===== src/rtl/gsense_pkg.sv =====
package gsense_pkg;

  // Register byte offsets (software decodes these)
  localparam int unsigned ADR_GATE  = 'h14;
  localparam int unsigned ADR_ENSET = 'h18;
  localparam int unsigned ADR_ENCLR = 'h1C;
  localparam int unsigned ADR_RAW   = 'h20;
  localparam int unsigned ADR_MASK  = 'h24;
  localparam int unsigned ADR_PCLR  = 'h28;
  localparam int unsigned ADR_SNS0  = 'h40;

  localparam int unsigned CODE_W = 4;

  typedef enum logic [2:0] {
    DET_RISE = 3'd0,
    DET_FALL = 3'd1,
    DET_HIGH = 3'd2,
    DET_LOW  = 3'd3,
    DET_BOTH = 3'd4
  } det_mode_e;

  // Event decision for one pin given the chosen current/previous samples.
  function automatic logic det_hit(logic [2:0] mode, logic cur, logic prv);
    logic hit;
    case (mode)
      DET_RISE: hit = cur & ~prv;
      DET_FALL: hit = ~cur & prv;
      DET_HIGH: hit = cur;
      DET_LOW:  hit = ~cur;
      DET_BOTH: hit = cur ^ prv;
      default:  hit = 1'b0;
    endcase
    return hit;
  endfunction

endpackage


===== src/rtl/gsense_detect.sv =====
module gsense_detect
  import gsense_pkg::*;
#(
  parameter int NPINS = 32
) (
  input  logic                     clk,
  input  logic                     rst_n,
  input  logic [NPINS-1:0]         pins_i,
  input  logic [CODE_W*NPINS-1:0]  sense_q,
  output logic [NPINS-1:0]         evt
);

  // Two history stages: the fast path compares live vs stage 1,
  // the slow path compares stage 1 vs stage 2.
  logic [NPINS-1:0] hist1_q;
  logic [NPINS-1:0] hist2_q;

  always_ff @(posedge clk or negedge rst_n) begin
    if (!rst_n) begin
      hist1_q <= '0;
      hist2_q <= '0;
    end else begin
      hist1_q <= pins_i;
      hist2_q <= hist1_q;
    end
  end

  for (genvar p = 0; p < NPINS; p++) begin : g_pin
    logic [CODE_W-1:0] code;
    logic              fast;
    logic              cur;
    logic              prv;

    assign code = sense_q[p*CODE_W +: CODE_W];
    assign fast = code[CODE_W-1];
    assign cur  = fast ? pins_i[p]  : hist1_q[p];
    assign prv  = fast ? hist1_q[p] : hist2_q[p];
    assign evt[p] = det_hit(code[2:0], cur, prv);
  end

endmodule


===== src/rtl/gsense_regs.sv =====
module gsense_regs
  import gsense_pkg::*;
#(
  parameter int NPINS = 32,
  parameter int AW    = 8,
  parameter int DW    = 32
) (
  input  logic                     clk,
  input  logic                     rst_n,
  input  logic                     req_valid,
  input  logic                     req_write,
  input  logic [AW-1:0]            req_addr,
  input  logic [DW-1:0]            req_wdata,
  input  logic [NPINS-1:0]         evt,
  output logic                     rsp_valid,
  output logic [DW-1:0]            rsp_data,
  output logic [NPINS-1:0]         gate_q,
  output logic [NPINS-1:0]         en_q,
  output logic [NPINS-1:0]         pend_q,
  output logic [CODE_W*NPINS-1:0]  sense_q
);

  localparam int CODES_PER_REG = DW / CODE_W;
  localparam int NSREG         = NPINS / CODES_PER_REG;

  logic             wr_go;
  logic             rd_go;
  logic [NPINS-1:0] wmask;
  logic [NPINS-1:0] clr_mask;
  logic [DW-1:0]    rd_val;

  assign wr_go = req_valid &  req_write;
  assign rd_go = req_valid & ~req_write;
  assign wmask = req_wdata[NPINS-1:0];
  assign clr_mask = (wr_go && req_addr == AW'(ADR_PCLR)) ? wmask : '0;

  // Gate word
  always_ff @(posedge clk or negedge rst_n) begin
    if (!rst_n)                                  gate_q <= '0;
    else if (wr_go && req_addr == AW'(ADR_GATE)) gate_q <= wmask;
  end

  // Enable word: write-1-set and write-1-clear
  always_ff @(posedge clk or negedge rst_n) begin
    if (!rst_n)                                   en_q <= '0;
    else if (wr_go && req_addr == AW'(ADR_ENSET)) en_q <= en_q | wmask;
    else if (wr_go && req_addr == AW'(ADR_ENCLR)) en_q <= en_q & ~wmask;
  end

  // Pending latches: a gated event outranks a clear in the same cycle
  always_ff @(posedge clk or negedge rst_n) begin
    if (!rst_n) pend_q <= '0;
    else        pend_q <= (pend_q & ~clr_mask) | (evt & gate_q);
  end

  // Sense registers
  for (genvar r = 0; r < NSREG; r++) begin : g_sreg
    localparam int unsigned ADR_R = ADR_SNS0 + 4 * r;
    always_ff @(posedge clk or negedge rst_n) begin
      if (!rst_n)                              sense_q[r*DW +: DW] <= '0;
      else if (wr_go && req_addr == AW'(ADR_R)) sense_q[r*DW +: DW] <= req_wdata;
    end
  end

  // Read mux
  always_comb begin
    rd_val = '0;
    if (req_addr == AW'(ADR_GATE))
      rd_val[NPINS-1:0] = gate_q;
    else if (req_addr == AW'(ADR_ENSET) || req_addr == AW'(ADR_ENCLR))
      rd_val[NPINS-1:0] = en_q;
    else if (req_addr == AW'(ADR_RAW))
      rd_val[NPINS-1:0] = pend_q;
    else if (req_addr == AW'(ADR_MASK))
      rd_val[NPINS-1:0] = pend_q & en_q;
    else begin
      for (int r = 0; r < NSREG; r++) begin
        if (req_addr == AW'(ADR_SNS0 + 4 * r)) rd_val = sense_q[r*DW +: DW];
      end
    end
  end

  // One-cycle read response, never stalled
  always_ff @(posedge clk or negedge rst_n) begin
    if (!rst_n) begin
      rsp_valid <= 1'b0;
      rsp_data  <= '0;
    end else begin
      rsp_valid <= rd_go;
      if (rd_go) rsp_data <= rd_val;
    end
  end

endmodule


===== src/rtl/gsense_irq.sv =====
module gsense_irq #(
  parameter int NPINS = 32
) (
  input  logic [NPINS-1:0] pend_q,
  input  logic [NPINS-1:0] en_q,
  output logic             irq_lo,
  output logic             irq_hi
);

  localparam int HALF = NPINS / 2;

  logic [NPINS-1:0] live;

  assign live   = pend_q & en_q;
  assign irq_lo = |live[HALF-1:0];
  assign irq_hi = |live[NPINS-1:HALF];

endmodule


===== src/rtl/gsense_ctrl.sv =====
module gsense_ctrl
  import gsense_pkg::*;
#(
  parameter int NPINS = 32,
  parameter int AW    = 8,
  parameter int DW    = 32
) (
  input  logic             clk,
  input  logic             rst_n,
  input  logic             req_valid,
  output logic             req_ready,
  input  logic             req_write,
  input  logic [AW-1:0]    req_addr,
  input  logic [DW-1:0]    req_wdata,
  output logic             rsp_valid,
  output logic [DW-1:0]    rsp_data,
  input  logic [NPINS-1:0] pins_i,
  output logic             irq_lo,
  output logic             irq_hi
);

  logic [NPINS-1:0]        evt;
  logic [NPINS-1:0]        gate_q;
  logic [NPINS-1:0]        en_q;
  logic [NPINS-1:0]        pend_q;
  logic [CODE_W*NPINS-1:0] sense_q;

  assign req_ready = 1'b1;

  gsense_detect #(.NPINS(NPINS)) u_detect (
    .clk     (clk),
    .rst_n   (rst_n),
    .pins_i  (pins_i),
    .sense_q (sense_q),
    .evt     (evt)
  );

  gsense_regs #(.NPINS(NPINS), .AW(AW), .DW(DW)) u_regs (
    .clk       (clk),
    .rst_n     (rst_n),
    .req_valid (req_valid),
    .req_write (req_write),
    .req_addr  (req_addr),
    .req_wdata (req_wdata),
    .evt       (evt),
    .rsp_valid (rsp_valid),
    .rsp_data  (rsp_data),
    .gate_q    (gate_q),
    .en_q      (en_q),
    .pend_q    (pend_q),
    .sense_q   (sense_q)
  );

  gsense_irq #(.NPINS(NPINS)) u_irq (
    .pend_q (pend_q),
    .en_q   (en_q),
    .irq_lo (irq_lo),
    .irq_hi (irq_hi)
  );

endmodule


===== config.mk =====
export PLATFORM = sky130hd
export DESIGN_NAME = gsense_ctrl
export DESIGN_NICKNAME = d
export VERILOG_FILES = /design/src/rtl/gsense_pkg.sv /design/src/rtl/gsense_detect.sv /design/src/rtl/gsense_regs.sv /design/src/rtl/gsense_irq.sv /design/src/rtl/gsense_ctrl.sv
export SDC_FILE = /design/constraint.sdc
export NUM_CORES = 1
export LEC_CHECK = 0
export BUFFER_PORTS_ARGS = -buffer_cell sky130_fd_sc_hd__clkbuf_2
export CORE_ASPECT_RATIO = 0.75
export CORE_MARGIN = 2
export CORE_UTILIZATION = 33
export DETAILED_ROUTE_END_ITERATION = 10
export GPL_TIMING_DRIVEN = 1
export PLACE_DENSITY = 0.59
export REMOVE_ABC_BUFFERS = 1
export SYNTH_ARGS = -nofsm -noshare
export SYNTH_HDL_FRONTEND = slang
export SYNTH_SLANG_ARGS = --single-unit

===== constraint.sdc =====
create_clock -name clk -period 1.9 [get_ports clk]
set_input_delay 0.57 -clock clk [delete_from_list [all_inputs] [get_ports clk]]
set_output_delay 0.57 -clock clk [all_outputs]
set_load 0.02 [all_outputs]

==> flow_summary.json <==
{
  "post-route-cell-area_um2": 23500,
  "slew_headroom_pct": 57.0,
  "synth_compound_area_share_pct": 14.1,
  "fp.coreArea_um2": 51700,
  "p_per_area_nw_per_um2": 726,
  "cp-endpoint": "irq_lo",
  "finalNetCount": 2154,
  "yosys.area_share.xor_xnor_pct": 0.0506,
  "io_pins": 112,
  "synth_edf_count": 0,
  "grt_pass1_vias": 15100,
  "violations": "negative setup slack",
  "worstSetupPathType": "register to primary output",
  "finalClockSkew_ps": 13.7,
  "yosys.area_share.simple_pct": 10.6,
  "end_kind": "primary output",
  "seq_area_frac_synth_pct": 46.4,
  "synth_top_family_by_area": "multiplexers",
  "drtPass1Iterations": 6,
  "worst_ep_arrival_time_ps": 2030,
  "die_h_um": 202,
  "final_cells": 2737,
  "start_kind": "register",
  "crit_fanout": 2,
  "fmax_ghz": 0.385,
  "critPathSlowestCell": "dfrtp_1",
  "layout_common_cells": "315 x dfrtp_1, 234 x buf_4, 132 x mux2_2",
  "row_count": 72,
  "syn_area_per_cell_um2": 10.6,
  "ys.flop_type": "dfrtp_1",
  "reg2reg_slack_ps": -40,
  "filler_cell_count": 4805,
  "cts.sinks": 321,
  "antenna_cells": 0,
  "io_buffers": 110,
  "status": "finished with violations",
  "maxCapViolCount": 0,
  "synthAdderAreaFrac_pct": 4.62,
  "cts_buffer_depth": 3,
  "fin_crit_sh_pct": 137,
  "r2r-end": "u_regs.pend_q[22]",
  "post-place-ws_ps": -726,
  "cts_buffers": 35,
  "dpl_cell_area_um2": 20600,
  "gr-usage-all-layers_pct": 23.0,
  "initial_core_util_pct": 33.5,
  "setup_slack_ps": -699,
  "hold_viol_final": 0,
  "h-tree-depth": 2,
  "dp_hpwl_um": 42800,
  "place_inst": 2622,
  "synthesis.area_um2": 17300,
  "clock_latency_ps": 540,
  "yosysTopAreaCell": "dfrtp_1",
  "fin_hold_ws_ps": 160,
  "worstReg2RegStart": "u_regs.sense_q[91]",
  "synthTopCellsByArea": "dfrtp_1 46%, mux2_2 9.8%, mux2i_1 6.8%",
  "vias_per_cell": 5.48,
  "wl_um": 63600,
  "grt_overflow": 0,
  "synthMuxAreaShare_pct": 19.9,
  "clock-root-buffer": "clkbuf_16",
  "final_common_cell": "dfrtp_1",
  "synth_cell_type_count": 60,
  "slowest_delay_ps": 390,
  "antenna_found_initial": 1,
  "wire_per_inst_um": 23.2,
  "cp.required_ps": 1330,
  "synth_warnings": 0,
  "setup_viol_count_final": 129,
  "grt_max_degree": 57,
  "synth_seq_cells": 321,
  "multiInputGateArea_um2": 9380,
  "slew_viol_final": 0,
  "synthCells": 1639,
  "reg2reg_depth": 7,
  "drt_iter0_markers": 1306,
  "synth_top_area_share_pct": 46.4,
  "postRouteAntennaNets": 0,
  "rsz0062_at_grt": "true",
  "tightest_slew_ps": 643,
  "place.gp.congestion": 0.875,
  "area_growth_pct": 35.9,
  "ff_latch_area_um2": 8040,
  "cts.clk_slew.worst_paths_ps": 60,
  "fin_crit_ps": 2600,
  "grt_pass1_wl_um": 94500,
  "path_cells": "nand2_1 -> nand4_1 -> a2111oi_4 -> buf_4 -> nand4_1 -> buf_4",
  "drive_gt1_share_pct": 39.9,
  "cts_tree": "built",
  "synthArstFlopShare_pct": 100,
  "p_leak_nw": 11.2,
  "die_area_um2": 54400,
  "hp-class": "primary input to register",
  "die_x_um": 269,
  "vdd_drop_max_mv": 0.545,
  "drc": 0,
  "vias": 15000
}
==> stage by stage <==
| step | utilization, % | power, W | TNS [ps] |
|---|---|---|---|
| finish | 45.5 | 0.0171 | -11700 |
| global placement | 39.8 | 0.00996 | -139180 |
| global route | 45.5 | 0.0177 | -13220 |
| detailed placement | 39.8 | 0.0100 | -143400 |
| floorplan | - | 0.00862 | -367290 |
| CTS | 44.1 | 0.0170 | -7980 |
==> report_power, final <==
group | leakage, nW | internal [W] | switching, W
clock network | 0.552 | 0.00398 | 0.00289
registers | 4.07 | 0.00721 | 0.000420
logic | 6.53 | 0.00116 | 0.00142
==> worst max-delay path: cells and delay by family, from the launching register on <==
| family | cells | cell delay [ps] |
|---|---|---|
| DFF | 1 | 390 |
| and+or+nand+nor | 3 | 470 |
| AOI/OAI and AO/OA | 1 | 290 |
| buffers and inverters | 2 | 370 |
==> what timing repair did <==
action	CTS	global route
pin swaps	55	71
buffers inserted	38	19
cloned	13	4
hold buffers	1	0
endpoints found under the hold margin	29	0
resized for setup	165	173
setup endpoints to repair	153	234
==> layout make-up <==
type / count / area share (%)
clock buffer: 52 / 4.51
clock inverter: 5 / 0.213
inverter: 97 / 1.55
multi-input combinational: 1134 / 39.9
sequential: 321 / 34.2
tap: 703 / 3.74
timing repair buffer: 425 / 16.0
==> synthesized netlist by cell type (all sizes together), types with 37 or more instances <==
master,instances
dfrtp,321
mux2,191
nand2,146
mux2i,118
inv,97
o21ai,93
nor2,84
a21oi,81
ha,64
a211oi,55
nand3,50
clkbuf,45
buf,42
nor3,37
==> logic make-up after synthesis <==
kind of cell	Yosys count
adders and majority gates	64
muxes	309
AOI/OAI and AO/OA	373
other	1
and+or+nand+nor	386
xor gates and xnor gates	1
buffers and inverters	184
DFF	321
==> flip-flops by register name, indices dropped and copies added (netlist names), named ones only <==
register	count
u_regs.rsp_valid	1
u_regs.rsp_data	32
u_detect.hist1_q	32
u_regs.pend_q	32
u_regs.gate_q	32
u_detect.hist2_q	32
u_regs.sense_q	128
==> worst min-delay path by stage <==
stage,from,slack [ps],cells past startpoint,end
6_report,pins_i[22],160,1,u_detect.hist1_q[22]
2_1_floorplan,rst_n,270,0,async pin
5_1_grt,pins_i[13],150,1,u_detect.hist1_q[13]
3_3_place_gp,u_detect.hist1_q[7],380,0,u_detect.hist2_q[7]
3_5_place_dp,u_detect.hist1_q[9],390,0,u_detect.hist2_q[9]
4_1_cts,pins_i[13],150,1,u_detect.hist1_q[13]
==> metal layers <==
layer	GRT usage (%)	share of wire (%)	vias to the layer above
met5	0	0.019	-
met4	6.25	2.7	2
met3	4.42	8.1	148
met2	34.5	44	585
met1	33.7	45	7560
li1	-	-	6714
Power figures use the tool's default switching activity.
